**config.mk**
```make
export PLATFORM = sky130hd
export DESIGN_NAME = word_aligner
export DESIGN_NICKNAME = d
export VERILOG_FILES = /design/src/rtl/word_align_pkg.sv /design/src/rtl/word_align_lane.sv /design/src/rtl/word_align_shifts.sv /design/src/rtl/word_aligner.sv
export SDC_FILE = /design/constraint.sdc
export NUM_CORES = 1
export LEC_CHECK = 0
export BUFFER_PORTS_ARGS = -buffer_cell sky130_fd_sc_hd__buf_2
export CAP_MARGIN = 30
export CORE_MARGIN = 2
export CORE_UTILIZATION = 35
export DETAILED_ROUTE_END_ITERATION = 16
export GPL_TIMING_DRIVEN = 0
export HOLD_SLACK_MARGIN = 0.03
export PLACE_DENSITY_LB_ADDON = 0.08
export SLEW_MARGIN = 20
export SYNTH_ARGS = -nofsm -noshare
export SYNTH_HDL_FRONTEND = slang
export SYNTH_SLANG_ARGS = --single-unit
```
**constraint.sdc**
```tcl
create_clock -name clk -period 2.6 [get_ports clk]
set_input_delay 0.26 -clock clk [delete_from_list [all_inputs] [get_ports clk]]
set_output_delay 0.26 -clock clk [all_outputs]
set_load 0.005 [all_outputs]
```
**src/rtl/word_align_pkg.sv**
```systemverilog
package word_align_pkg;

    localparam int DEF_LANES  = 3;
    localparam int DEF_WORD_W = 10;

    // Start-up tracking for the output-valid flag
    typedef struct packed {
        logic [1:0] fill;
        logic       valid;
    } fill_state_t;

endpackage

```
**src/rtl/word_align_lane.sv**
```systemverilog
module word_align_lane #(
    parameter int WORD_W  = 10,
    parameter int SHIFT_W = 4
) (
    input  logic               clk,
    input  logic               rst_n,
    input  logic [WORD_W-1:0]  raw_word,
    input  logic [SHIFT_W-1:0] shift,
    output logic [WORD_W-1:0]  aligned_word
);

    localparam int WIN_W  = 2 * WORD_W;
    localparam int BASE_W = $clog2(WIN_W + 1);

    typedef struct packed {
        logic [WORD_W-1:0] cur;
        logic [WORD_W-1:0] prev;
        logic [WORD_W-1:0] out;
    } lane_st_t;

    lane_st_t           st_d, st_q;
    logic [WIN_W-1:0]   window_d;
    logic [BASE_W-1:0]  base_d;

    always_comb begin
        st_d     = st_q;
        // Older word in the low half: earliest bit sits at index 0
        window_d = {st_q.cur, st_q.prev};
        // Offset s pulls s trailing bits of the older word in front
        base_d   = BASE_W'(WORD_W) - BASE_W'(shift);
        st_d.out = WORD_W'(window_d >> base_d);
        st_d.prev = st_q.cur;
        st_d.cur  = raw_word;
    end

    always_ff @(posedge clk or negedge rst_n) begin
        if (!rst_n) begin
            st_q <= '0;
        end else begin
            st_q <= st_d;
        end
    end

    assign aligned_word = st_q.out;

endmodule

```
**src/rtl/word_align_shifts.sv**
```systemverilog
module word_align_shifts #(
    parameter int LANES   = 3,
    parameter int WORD_W  = 10,
    parameter int SHIFT_W = 4,
    parameter int LANE_W  = 2
) (
    input  logic                          clk,
    input  logic                          rst_n,
    input  logic                          wr_en,
    input  logic [LANE_W-1:0]             wr_lane,
    input  logic [SHIFT_W-1:0]            wr_shift,
    output logic [LANES-1:0][SHIFT_W-1:0] shifts
);

    typedef struct packed {
        logic [LANES-1:0][SHIFT_W-1:0] sh;
    } shift_st_t;

    shift_st_t st_d, st_q;
    logic      legal_d;

    always_comb begin
        st_d    = st_q;
        legal_d = wr_en
                  && (int'(wr_lane) < LANES)
                  && (int'(wr_shift) < WORD_W);
        for (int l = 0; l < LANES; l++) begin
            if (legal_d && (int'(wr_lane) == l)) begin
                st_d.sh[l] = wr_shift;
            end
        end
    end

    always_ff @(posedge clk or negedge rst_n) begin
        if (!rst_n) begin
            st_q <= '0;
        end else begin
            st_q <= st_d;
        end
    end

    assign shifts = st_q.sh;

endmodule

```
**src/rtl/word_aligner.sv**
```systemverilog
module word_aligner
    import word_align_pkg::*;
#(
    parameter int LANES  = DEF_LANES,
    parameter int WORD_W = DEF_WORD_W
) (
    input  logic                                  clk,
    input  logic                                  rst_n,
    input  logic [LANES*WORD_W-1:0]               raw_words,
    input  logic                                  cfg_we,
    input  logic [$clog2(LANES+1)-1:0]            cfg_lane,
    input  logic [$clog2(WORD_W)-1:0]             cfg_shift,
    output logic [LANES*WORD_W-1:0]               aligned_words,
    output logic                                  aligned_valid,
    output logic [LANES*$clog2(WORD_W)-1:0]       shift_rb
);

    localparam int SHIFT_W = $clog2(WORD_W);
    localparam int LANE_W  = $clog2(LANES + 1);

    logic [LANES-1:0][SHIFT_W-1:0] lane_shift;
    fill_state_t                   fill_d, fill_q;

    word_align_shifts #(
        .LANES   (LANES),
        .WORD_W  (WORD_W),
        .SHIFT_W (SHIFT_W),
        .LANE_W  (LANE_W)
    ) u_shifts (
        .clk      (clk),
        .rst_n    (rst_n),
        .wr_en    (cfg_we),
        .wr_lane  (cfg_lane),
        .wr_shift (cfg_shift),
        .shifts   (lane_shift)
    );

    for (genvar g = 0; g < LANES; g++) begin : g_lane
        word_align_lane #(
            .WORD_W  (WORD_W),
            .SHIFT_W (SHIFT_W)
        ) u_lane (
            .clk          (clk),
            .rst_n        (rst_n),
            .raw_word     (raw_words[g*WORD_W +: WORD_W]),
            .shift        (lane_shift[g]),
            .aligned_word (aligned_words[g*WORD_W +: WORD_W])
        );
        assign shift_rb[g*SHIFT_W +: SHIFT_W] = lane_shift[g];
    end

    // Valid once the output was built from two genuinely received words
    always_comb begin
        fill_d       = fill_q;
        fill_d.valid = (fill_q.fill == 2'd2);
        if (fill_q.fill != 2'd2) begin
            fill_d.fill = fill_q.fill + 2'd1;
        end
    end

    always_ff @(posedge clk or negedge rst_n) begin
        if (!rst_n) begin
            fill_q <= '0;
        end else begin
            fill_q <= fill_d;
        end
    end

    assign aligned_valid = fill_q.valid;

endmodule

```
# == Word-level counts from Yosys, hierarchy flattened ==
# Cells that the tools add are included.
# word_totals
mem_bits_rw,0
n_memories,0
output_inout_bits,43
input_bits,39
latch_bits,0
rom_bits,0
reg_bits,105
# classes
mul,0
n_addsub,4
reduce_logical,6
n_eq_ne,4
div_mod_pow,0
shift,3
order_cmp,2
muxes,0
bitwise,0
# op_table
cell,n
$shr 20x5->10,3
$sub 4x4->5 const A,3
$eq 2x2->1 const B,3
$logic_and 1x1->1,5
$lt 4x4->1 const B,1
$add 2x1->2 const B,1
$logic_not 2->1,1
$lt 2x2->1 const B,1
$ne 2x2->1 const B,1

# == Logic depth before layout (Yosys ltp) ==
# depth
word_depth,4
ltp_mapped,9
ltp_nobuf,7

# == Hierarchy ==
# A second synthesis with hierarchy kept.
# unflattened
cells_unflattened,476
area_unflattened_um2,5677.9
# by_module_without_submodules
mod,instances,cells_each,area_each_um2,seq_area_each_um2
word_align_lane,3,146,1692.9,750.7
word_align_shifts,1,29,478.0,300.3
word_aligner,1,9,121.4,75.1

# == Worst setup path after synthesis ==
# OpenSTA, ideal clock, no wires.
# synth_path
path_type,flip-flop to flip-flop
from,"register u_shifts.st_q, in the netlist u_shifts.shifts[4]"
to,"register g_lane[1].u_lane.st_q, in the netlist g_lane[1].u_lane.aligned_word[1]"
stages_incl_launch_ff,8
arrival_time_ps,1952
setup_ps,138
setup_slack_ps,510
cell_sequence,dfrtp_1 -> ha_1 -> buf_4 -> mux2_2 -> o21ai_0 -> nor2_1 -> a311oi_1 -> nor3_1
# synth_lines
item,line,source
from (decl),word_align_shifts.sv:19,"shift_st_t st_d, st_q;"
from (signal assigned),word_align_shifts.sv:38,st_q <= st_d;
to (signal assigned),word_align_lane.sv:40,st_q <= st_d;
to (decl),word_align_lane.sv:21,"lane_st_t st_d, st_q;"

==> reports/qor.yml <==
die_h_um: 131
seq_area_frac_synth_pct: 46.3
arrival_ns: 2.65
grt_pass1_vias: 4244
rsz0062_at_grt: "false"
place_congestion: 0.888
cts.sinks: 105
grt.overflow.total: 0
path_class: "register to register"
drtIter0Drc: 310
nets: 705
die_w_um: 131
placed_area_sq_um: 6390
drc: 0
start_util_pct: 35.7
num_antenna_cells: 0
dr.pass1.iters: 5
status: "completed"
syn_area_sq_um: 5680
layout_common_cells: "105 x dfrtp_1, 88 x buf_2, 67 x nand2_1"
max-slew-margin-rel_pct: 50.3
vdd_drop_max_mv: 0.418
num_vias: 4247
clock_skew_ns: 0.0125
multiInputGateArea_sq_um: 2610
finalSetupViolations: 0
fin_tns_setup_ns: 0
startpoint_type: "register"
ys.flop_type: "dfrtp_1"
yosys_warnings: 0
track_usage_pct: 16.2
cellPowerDensity_nw_per_um2: 992
h-tree-depth: 3
clockRootBuffer: "clkbuf_16"
syn-num-nets: 581
cap_violations: 0
wl_per_cell_um: 15.3
cts.path.max_buffers: 2
cp.required_ns: 2.80
antenna_found_initial: 0
core_area_sq_um: 15900
cts_tree: "built"
synth-edff-count: 0
syn_to_final_growth_pct: 23.8
p_leak_nw: 3.22
io_buffers: 81
ys_types: 45
crit_fanout: 10
period_needed_ns: 2.45
syn-mean-instance-area_sq_um: 10.6
min_path_type: "primary input to register"
cts_made_buffers: 9
finalCritPeriodShare_pct: 94.1
mostFrequentLayoutCell: "dfrtp_1"
dp_hpwl_um: 10300
fmax_mhz: 409
fin_util_pct: 44.3
synthArstFlopShare_pct: 100
crit_path_end_kind: "register"
fillers: 1567
drt_wl_total_um: 13500
ant_nets: 0
finalHoldViolCount: 0
final_layout_size_suffix_gt1_share_pct: 30.6
rows: 46
dieArea_sq_um: 17300
syn_inst: 538
slew_violations: 0
clkTransAtPathRegs_ns: 0.07
clk_latency_ns: 0.35
grt_pass1_wl_um: 22100
stdcell_area_sq_um: 7030
io_pins: 82
grt_max_degree: 71
reg2reg_slack_ns: 0.15
avgViaCountPerCell: 4.81
ys_seq_elements: 105
seq_area_sq_um: 2630
worst_pin_slew_ns: 0.744
==> cell usage after synthesis (3+ instances only) <==
library cell  count  area [sq um]
xnor2_1          11          96.3
nand3_1          14          70.1
ha_1              4          50.1
nor2b_1           5          31.3
a22oi_1           4          30.0
inv_1             7          26.3
nor2_1           47           176
nand2b_1          3          18.8
buf_2             8          40.0
o21ai_0          41           205
dfrtp_1         105          2630
clkbuf_1          8          30.0
mux2_2           37           417
mux4_2            7           158
xor2_1            5          43.8
a311oi_1          6          52.6
buf_6             3          33.8
nand2_1          67           251
o211ai_1          6          45.0
a211oi_1          8          60.1
buf_4            36           270
nor3_1            9          45.0
nor3b_1           6          45.0
a21oi_1          19          95.1
mux2i_1          46           460
==> critical path, stage by stage, from the launching register on <==
cell	delay, ns
dfrtp_1	0.51
ha_1	0.46
buf_4	0.24
mux2_2	0.37
o21ai_1	0.25
nor2_1	0.07
a311oi_1	0.31
nor3_1	0.08
==> flip-flops by register name (all words and copies together), names as in the netlist <==
name,flops
g_lane.u_lane.aligned_word,30
g_lane.u_lane.st_d,30
g_lane.u_lane.st_q,30
u_shifts.shifts,12
fill_q,2
aligned_valid,1
==> report_power, final <==
| group | switching [mW] | internal, mW |
|---|---|---|
| Combinational | 1.77 | 1.60 |
| Sequential | 0.161 | 1.94 |
| Clock | 0.621 | 0.884 |
| Total | 2.55 | 4.43 |
==> final timing paths <==
kind / startpoint / to / cells past startpoint
worst max-delay path: u_shifts.shifts[4] / g_lane[1].u_lane.aligned_word[1] / 7
worst min-delay path: cfg_shift[2] / u_shifts.shifts[2] / 3
worst max register to register: u_shifts.shifts[4] / g_lane[1].u_lane.aligned_word[1] / 7
worst min register to register: g_lane[2].u_lane.st_d[17] / g_lane[2].u_lane.st_q[17] / 0
max in group asynchronous: rst_n / g_lane[0].u_lane.st_q[11] / 3
min in group asynchronous: rst_n / g_lane[1].u_lane.st_d[12] / 2
==> routing by layer <==
metal | up-vias | GRT usage, % | part of all wire, %
li1 | 2101 | - | -
met1 | 2031 | 20.6 | 46
met2 | 100 | 26.7 | 48
met3 | 15 | 4.17 | 4.1
met4 | 0 | 5.62 | 1.8
met5 | - | 0 | 0
==> stage by stage <==
stage          worst slack, ns  hold slack [ns]  std cells  power [mW]
4_1_cts                 0.0488            0.195        883        7.07
3_5_place_dp            0.0855            0.184        836        5.48
5_1_grt                0.00139            0.216        883        7.49
2_1_floorplan            0.510          -0.0356        538        4.56
3_3_place_gp             0.112            0.368        835        5.47
6_report                 0.154            0.208        883        6.98
==> kinds of logic (layout without fill, tap and decap cells) <==
family,after synthesis,after routing,synth area share [%]
DFF,105,105,46.3
AOI/OAI and AO/OA,95,95,10.5
adders and majority gates,4,4,0.881
muxes,92,92,18.9
buffers and inverters,66,195,7.69
xor gates and xnor gates,19,19,3.72
and+or+nand+nor,157,157,12.0
==> repair_timing <==
| action | CTS | global route |
|---|---|---|
| resized for setup | 0 | 2 |
| setup buffers | 0 | 0 |
| hold buffers | 31 | 0 |
| endpoints found under the setup margin | 0 | 3 |
| endpoints found under the hold margin | 65 | 0 |
==> final cells by class <==
type	count	share of cell area, %
Buffer	59	5.84
Sequential cell	105	37.4
Inverter	7	0.374
Multi-Input combinational cell	367	37.2
Timing Repair Buffer	113	10.7
Clock buffer	10	3.40
Clock inverter	6	1.35
Tap cell	216	3.84
No activity file was read; power rests on OpenSTA's default activity.
